<file path="config.mk">
export PLATFORM = sky130hd
export DESIGN_NAME = irq_line_aggregator
export DESIGN_NICKNAME = d
export VERILOG_FILES = /design/src/rtl/irq_agg_pkg.sv /design/src/rtl/irq_pin_store.sv /design/src/rtl/irq_line_map.sv /design/src/rtl/irq_line_counter.sv /design/src/rtl/irq_line_aggregator.sv
export SDC_FILE = /design/constraint.sdc
export NUM_CORES = 1
export LEC_CHECK = 0
export ABC_CLOCK_PERIOD_IN_PS = 6000
export BUFFER_PORTS_ARGS = -buffer_cell sky130_fd_sc_hd__buf_2
export CAP_MARGIN = 0
export CORE_MARGIN = 1.5
export CORE_UTILIZATION = 35
export DETAILED_ROUTE_END_ITERATION = 8
export GPL_TIMING_DRIVEN = 1
export SYNTH_ARGS = -nofsm -noshare
export SYNTH_HDL_FRONTEND = slang
export SYNTH_HIERARCHICAL = 1
export SYNTH_SLANG_ARGS = --single-unit
</file>
<file path="constraint.sdc">
create_clock -name clk -period 6 [get_ports clk]
set_clock_uncertainty 0.15 [all_clocks]
set_input_delay 0.6 -clock clk [delete_from_list [all_inputs] [get_ports clk]]
set_output_delay 0.6 -clock clk [all_outputs]
set_load 0.05 [all_outputs]
</file>
<file path="src/rtl/irq_agg_pkg.sv">
// irq_agg_pkg
//   Shared constants and helpers for the shared interrupt line aggregator.
//   Assumes every device carries exactly four request pins.
package irq_agg_pkg;

    localparam int PINS_PER_DEV = 4;
    localparam int PIN_W        = 2;

    // Mapping variants selectable through the MAP_SEL parameter.
    typedef enum int {
        MAP_ROTATE = 0,
        MAP_TABLE  = 1
    } map_sel_e;

    // Index width for n items, never below one bit.
    function automatic int idx_width(input int n);
        return (n > 1) ? $clog2(n) : 1;
    endfunction

endpackage

</file>
<file path="src/rtl/irq_pin_store.sv">
// irq_pin_store
//   Holds the last accepted level of every device pin. It flags an accepted
//   request as a rise or a fall only when the level differs from the stored
//   one. Assumes at most one request is accepted per cycle. Device indexes
//   outside NUM_DEV are ignored.
module irq_pin_store
    import irq_agg_pkg::*;
#(
    parameter int NUM_DEV = 4,
    parameter int DEV_W   = 2
) (
    input  logic             clk,
    input  logic             rst_n,
    input  logic             accept,
    input  logic [DEV_W-1:0] dev,
    input  logic [PIN_W-1:0] pin,
    input  logic             level,
    output logic             rise,
    output logic             fall
);

    localparam int SLOTS = NUM_DEV * PINS_PER_DEV;
    localparam int IDX_W = DEV_W + PIN_W;

    logic [SLOTS-1:0] lvl_q;
    logic [IDX_W-1:0] slot;
    logic             in_range;
    logic             old_lvl;

    // Flat slot number of the addressed pin: dev*4 + pin.
    always_comb begin
        slot     = {dev, pin};
        in_range = (int'(dev) < NUM_DEV);
        old_lvl  = in_range ? lvl_q[slot] : 1'b0;
    end

    // Classify the request as a real rise, a real fall or no change.
    always_comb begin
        rise = accept && in_range &&  level && !old_lvl;
        fall = accept && in_range && !level &&  old_lvl;
    end

    // Record the accepted level.
    always_ff @(posedge clk) begin
        if (!rst_n) begin
            lvl_q <= '0;
        end else if (accept && in_range) begin
            lvl_q[slot] <= level;
        end
    end

endmodule

</file>
<file path="src/rtl/irq_line_map.sv">
// irq_line_map
//   Combinational pin-to-line steering. MAP_SEL picks the variant. The
//   rotation sends (dev, pin) to (pin + dev) mod NUM_LINES. The table reads
//   a per-pin entry from map_tbl and takes it mod NUM_LINES.
//   Assumes dev < NUM_DEV for table lookups; other values select line 0.
module irq_line_map
    import irq_agg_pkg::*;
#(
    parameter int NUM_DEV   = 4,
    parameter int NUM_LINES = 4,
    parameter int MAP_SEL   = 0,
    parameter int DEV_W     = 2,
    parameter int LINE_W    = 2
) (
    input  logic [DEV_W-1:0]                        dev,
    input  logic [PIN_W-1:0]                        pin,
    input  logic [NUM_DEV*PINS_PER_DEV*LINE_W-1:0]  map_tbl,
    output logic [LINE_W-1:0]                       line
);

    generate
        if (MAP_SEL == MAP_ROTATE) begin : g_rotate
            logic [LINE_W-1:0] unused_tbl_xor;
            // Rotate the pin number by the device slot.
            always_comb begin
                line = LINE_W'((int'(dev) + int'(pin)) % NUM_LINES);
            end
            // Fold the unused table input so no input is left dangling.
            always_comb begin
                unused_tbl_xor = '0;
                for (int k = 0; k < NUM_DEV * PINS_PER_DEV; k++) begin
                    unused_tbl_xor = unused_tbl_xor ^ map_tbl[k*LINE_W +: LINE_W];
                end
            end
        end else begin : g_table
            int unsigned       base;
            logic [LINE_W-1:0] entry;
            // Look up the per-pin entry and fold it into the line range.
            always_comb begin
                base  = (int'(dev) * PINS_PER_DEV + int'(pin)) * LINE_W;
                entry = (int'(dev) < NUM_DEV) ? map_tbl[base +: LINE_W] : '0;
                line  = LINE_W'(int'(entry) % NUM_LINES);
            end
        end
    endgenerate

endmodule

</file>
<file path="src/rtl/irq_line_counter.sv">
// irq_line_counter
//   Up/down counter for one shared line. It counts how many sources drive
//   the line. It holds at 0 and at CNT_MAX and reports an attempted step
//   below zero. Assumes inc and dec are never both high in normal operation;
//   if they are, the two cancel.
module irq_line_counter #(
    parameter int CNT_W   = 5,
    parameter int CNT_MAX = 16
) (
    input  logic             clk,
    input  logic             rst_n,
    input  logic             inc,
    input  logic             dec,
    output logic [CNT_W-1:0] count,
    output logic             active,
    output logic             underflow
);

    logic [CNT_W-1:0] cnt_q;
    logic             at_max;
    logic             at_zero;

    // Saturation limits.
    always_comb begin
        at_max  = (cnt_q == CNT_W'(CNT_MAX));
        at_zero = (cnt_q == '0);
    end

    // Step the count, holding at both limits.
    always_ff @(posedge clk) begin
        if (!rst_n) begin
            cnt_q <= '0;
        end else if (inc && !dec && !at_max) begin
            cnt_q <= cnt_q + 1'b1;
        end else if (dec && !inc && !at_zero) begin
            cnt_q <= cnt_q - 1'b1;
        end
    end

    // Drive the count, the line level and the underflow pulse.
    always_comb begin
        count     = cnt_q;
        active    = !at_zero;
        underflow = dec && !inc && at_zero;
    end

endmodule

</file>
<file path="src/rtl/irq_line_aggregator.sv">
// irq_line_aggregator
//   Top of the shared interrupt line aggregator. It accepts one pin-level
//   request per cycle, detects real level changes, steers each change to a
//   shared line and keeps one counter per line. Line outputs show whether
//   each count is nonzero. Underflow attempts set a sticky flag.
//   Assumes a synchronous active-low reset, and that map_tbl is only read in
//   table mode.
module irq_line_aggregator
    import irq_agg_pkg::*;
#(
    parameter  int NUM_DEV   = 4,
    parameter  int NUM_LINES = 4,
    parameter  int MAP_SEL   = 0,
    localparam int DEV_W     = idx_width(NUM_DEV),
    localparam int LINE_W    = idx_width(NUM_LINES),
    localparam int CNT_MAX   = NUM_DEV * PINS_PER_DEV,
    localparam int CNT_W     = $clog2(CNT_MAX + 1),
    localparam int TBL_W     = NUM_DEV * PINS_PER_DEV * LINE_W
) (
    input  logic                       clk,
    input  logic                       rst_n,
    input  logic                       req_valid,
    output logic                       req_ready,
    input  logic [DEV_W-1:0]           req_dev,
    input  logic [1:0]                 req_pin,
    input  logic                       req_level,
    input  logic [TBL_W-1:0]           map_tbl,
    output logic [NUM_LINES-1:0]       line_out,
    output logic [NUM_LINES*CNT_W-1:0] line_count,
    output logic                       underflow_err
);

    logic                 ready_q;
    logic                 accept;
    logic                 rise;
    logic                 fall;
    logic [LINE_W-1:0]    tgt_line;
    logic [NUM_LINES-1:0] uflow_vec;
    logic                 err_q;

    // The request port opens one cycle after reset.
    always_ff @(posedge clk) begin
        if (!rst_n) begin
            ready_q <= 1'b0;
        end else begin
            ready_q <= 1'b1;
        end
    end

    // Handshake completion.
    always_comb begin
        req_ready = ready_q;
        accept    = req_valid && ready_q;
    end

    irq_pin_store #(
        .NUM_DEV (NUM_DEV),
        .DEV_W   (DEV_W)
    ) u_store (
        .clk    (clk),
        .rst_n  (rst_n),
        .accept (accept),
        .dev    (req_dev),
        .pin    (req_pin),
        .level  (req_level),
        .rise   (rise),
        .fall   (fall)
    );

    irq_line_map #(
        .NUM_DEV   (NUM_DEV),
        .NUM_LINES (NUM_LINES),
        .MAP_SEL   (MAP_SEL),
        .DEV_W     (DEV_W),
        .LINE_W    (LINE_W)
    ) u_map (
        .dev     (req_dev),
        .pin     (req_pin),
        .map_tbl (map_tbl),
        .line    (tgt_line)
    );

    generate
        for (genvar li = 0; li < NUM_LINES; li++) begin : g_line
            logic hit;
            // Does this change target line li?
            always_comb begin
                hit = (int'(tgt_line) == li);
            end

            irq_line_counter #(
                .CNT_W   (CNT_W),
                .CNT_MAX (CNT_MAX)
            ) u_cnt (
                .clk       (clk),
                .rst_n     (rst_n),
                .inc       (rise && hit),
                .dec       (fall && hit),
                .count     (line_count[li*CNT_W +: CNT_W]),
                .active    (line_out[li]),
                .underflow (uflow_vec[li])
            );
        end
    endgenerate

    // Latch any underflow attempt until reset.
    always_ff @(posedge clk) begin
        if (!rst_n) begin
            err_q <= 1'b0;
        end else if (|uflow_vec) begin
            err_q <= 1'b1;
        end
    end

    // Drive the sticky flag.
    always_comb begin
        underflow_err = err_q;
    end

endmodule

</file>
==> impl_metrics.tcl <==
set metrics [dict create \
    place_congestion 0.7806 \
    arrival_ns 4.57 \
    cts_resized 0 \
    antenna_found_initial 0 \
    routed_via_density 5.335 \
    layout.cells.non_filler 424 \
    timing.final.crit_share 0.7563 \
    first_iter_violations 137 \
    area_growth_pct 13.15 \
    drc 0 \
    coreArea_um2 7214 \
    cap_violations 0 \
    final-hold-violation-count 0 \
    maxSlewHeadroom 0.6503 \
    dr.pass1.iters 4 \
    r2r-end "g_line[0].u_cnt/count[4]$_SDFFE_PN0P_" \
    holdPathEnd "u_store/lvl_q[6]$_SDFFE_PN0P_" \
    hpwl_um 4082 \
    first_global_vias 2078 \
    nets 381 \
    wirelength_um 5628 \
    start_util 0.3613 \
    dieArea_um2 7973 \
    synth_fp_nets 349 \
    leakage_nw 1.299 \
    timing.rr.start "u_store/lvl_q[5]$_SDFFE_PN0P_" \
    syn_avg_cell_area_um2 8.926 \
    postCtsSetupRepairBufs 0 \
    vias 2262 \
    ys_types 36 \
    track_usage 0.1493 \
    antenna_left 0 \
    h-tree-depth 2 \
    yosysWarnings 6 \
    cts_buffer_depth 2 \
    path_max_fanout 16 \
    max_freq_ghz 0.2204 \
    reg2reg_depth 12 \
    setup_violations 0 \
    vdd_drop_max_uv 91.19 \
    synth_seq_cells 38 \
    netlist_area_um2 2606 \
    synthCells 292 \
    r2r_slack_ns 1.85 \
    hp-start "u_store/lvl_q[6]$_SDFFE_PN0P_" \
    post-route-util 0.4088 \
    worstMarginPinSlew_ns 0.5235 \
    die_w_um 89.29 \
    powerDensity_nw_per_um2 183.9 \
    cts-hold-fix-buffers 0 \
    drive_gt1_frac 0.1600 \
    ios 66 \
    dp_cells 416 \
    period_minus_slack_ns 4.538 \
    final_common_cell "dfxtp_1" \
    grt_setup_unrepaired "false" \
    grt_first_pass_wirelength_um 9411 \
    clk_pin_slew_ns 0.07 \
    cts_tree "yes" \
    synth_ff_type "dfxtp_1" \
    io_buffers 33 \
    clkLatencyLatePin_ns 0.29 \
    hold_path.class "reg2reg" \
    cts-root-buf "clkbuf_8" \
    critPathLaunchType "primary input" \
    grt_max_degree 28 \
    ys_async_sr_fraction 0 \
    drv_slew 0 \
    critical_path_class "in2reg" \
    die_h_um 89.29 \
    fill_cells 730 \
    numClockSinks 38 \
    final_cell_mix "38 x dfxtp_1, 33 x buf_2, 32 x o21ai_0, 28 x a21oi_1, 23 x nor2_1" \
    outcome "completed" \
    holdPathStages 2 \
    rows 31 \
    synth.top_cells.by_area "dfxtp_1 29%, ha_1 6.2%, o21ai_0 6.1%" \
    synth_edf_count 0 \
    synth_top_area_share 0.2919 \
    required_ns 6.04 \
    diodes 0 \
    numCtsBuffers 5 \
    tns_ns 0 \
    worst_setup_path_end_kind "flop" \
    ys_seq_area_frac 0.2919 \
    gr-total-overflow 0 \
    avgRoutedWirePerCell_um 13.27 \
    synth_top_cell_by_area "dfxtp_1" \
]
-- cells in the mapped netlist (6+ instances only) --
cell      number
nor2_1        23
nand2b_1      10
dfxtp_1       38
nand2_1       19
nand3_1       13
nor2b_1        6
o21ai_0       32
and3b_1       10
ha_1          13
a21oi_1       28
inv_1          9
clkbuf_1       7
mux4_2         6
-- where the power goes --
part           switching, mW  internal (mW)  total, mW
combinational         0.0633         0.0345     0.0978
sequential           0.00596          0.256      0.262
clock                 0.0899         0.0928      0.183
-- state kept, by name (all words and copies together), names as in the netlist --
| register | cells |
|---|---|
| g_line.u_cnt/count | 20 |
| u_store/lvl_q | 16 |
| req_ready | 1 |
| underflow_err | 1 |
-- critical path, stage by stage --
cell	delay [ns]
buf_2	0.27
mux4_1	0.62
mux4_2	0.48
nor2_1	0.20
nor3b_1	0.40
nand2b_1	0.15
a21oi_1	0.39
inv_1	0.20
fa_1	0.44
a21o_1	0.19
a21oi_1	0.17
mux4_2	0.30
and2_1	0.16
-- logic make-up after synthesis --
| kind of cell | after synthesis | synth area share |
|---|---|---|
| AO/OA/AOI/OAI | 85 | 0.1930 |
| XOR/XNOR | 9 | 0.03600 |
| adder cells (fa/ha/maj) | 17 | 0.09314 |
| buffers and inverters | 17 | 0.02736 |
| flip-flops | 38 | 0.2919 |
| multiplexers | 13 | 0.09746 |
| AND/OR/NAND/NOR | 113 | 0.2612 |
-- layer usage --
metal | vias to the layer above | track usage | wire length, um
met4 | 0 | 0.05175 | 72
met5 | - | 0 | 0
li1 | 1150 | - | -
met3 | 7 | 0.03047 | 244
met2 | 47 | 0.2440 | 2605
met1 | 1058 | 0.1963 | 2705
-- stage by stage --
stage / instance area, um^2 / power [mW] / setup WS [ns] / hold slack [ns]
floorplan: 2606 / 0.3426 / 1.796 / 0.2989
global placement: 2858 / 0.3645 / 1.124 / 0.3114
detailed placement: 2858 / 0.3651 / 1.181 / 0.3146
CTS: 2949 / 0.5481 / 1.455 / 0.3257
global route: 2949 / 0.5698 / 1.160 / 0.3504
finish: 2949 / 0.5423 / 1.462 / 0.3214
-- cell type report --
class / instances / area [um^2] / area share
multi-input cells: 237 / 1774 / 0.6016
flip-flops and latches: 38 / 760.7 / 0.2580
repair buffers: 33 / 165.2 / 0.05600
well taps: 99 / 123.9 / 0.04200
clock buffers: 7 / 86.33 / 0.02927
inverters: 9 / 33.78 / 0.01146
clock inverters: 1 / 5.005 / 0.001697
-- how the worst max path moves through the flow --
stage                                            end  startpoint  slack [ns]
3_3_place_gp   g_line[0].u_cnt/count[4]$_SDFFE_PN0P_  req_dev[0]        1.12
6_report       g_line[0].u_cnt/count[4]$_SDFFE_PN0P_  req_dev[0]        1.46
3_5_place_dp   g_line[0].u_cnt/count[4]$_SDFFE_PN0P_  req_dev[0]        1.18
5_1_grt        g_line[0].u_cnt/count[4]$_SDFFE_PN0P_  req_dev[0]        1.16
4_1_cts        g_line[0].u_cnt/count[4]$_SDFFE_PN0P_  req_dev[0]        1.45
2_1_floorplan  g_line[0].u_cnt/count[4]$_SDFFE_PN0P_  req_dev[0]        1.80
(Power assumes the default switching activity.)
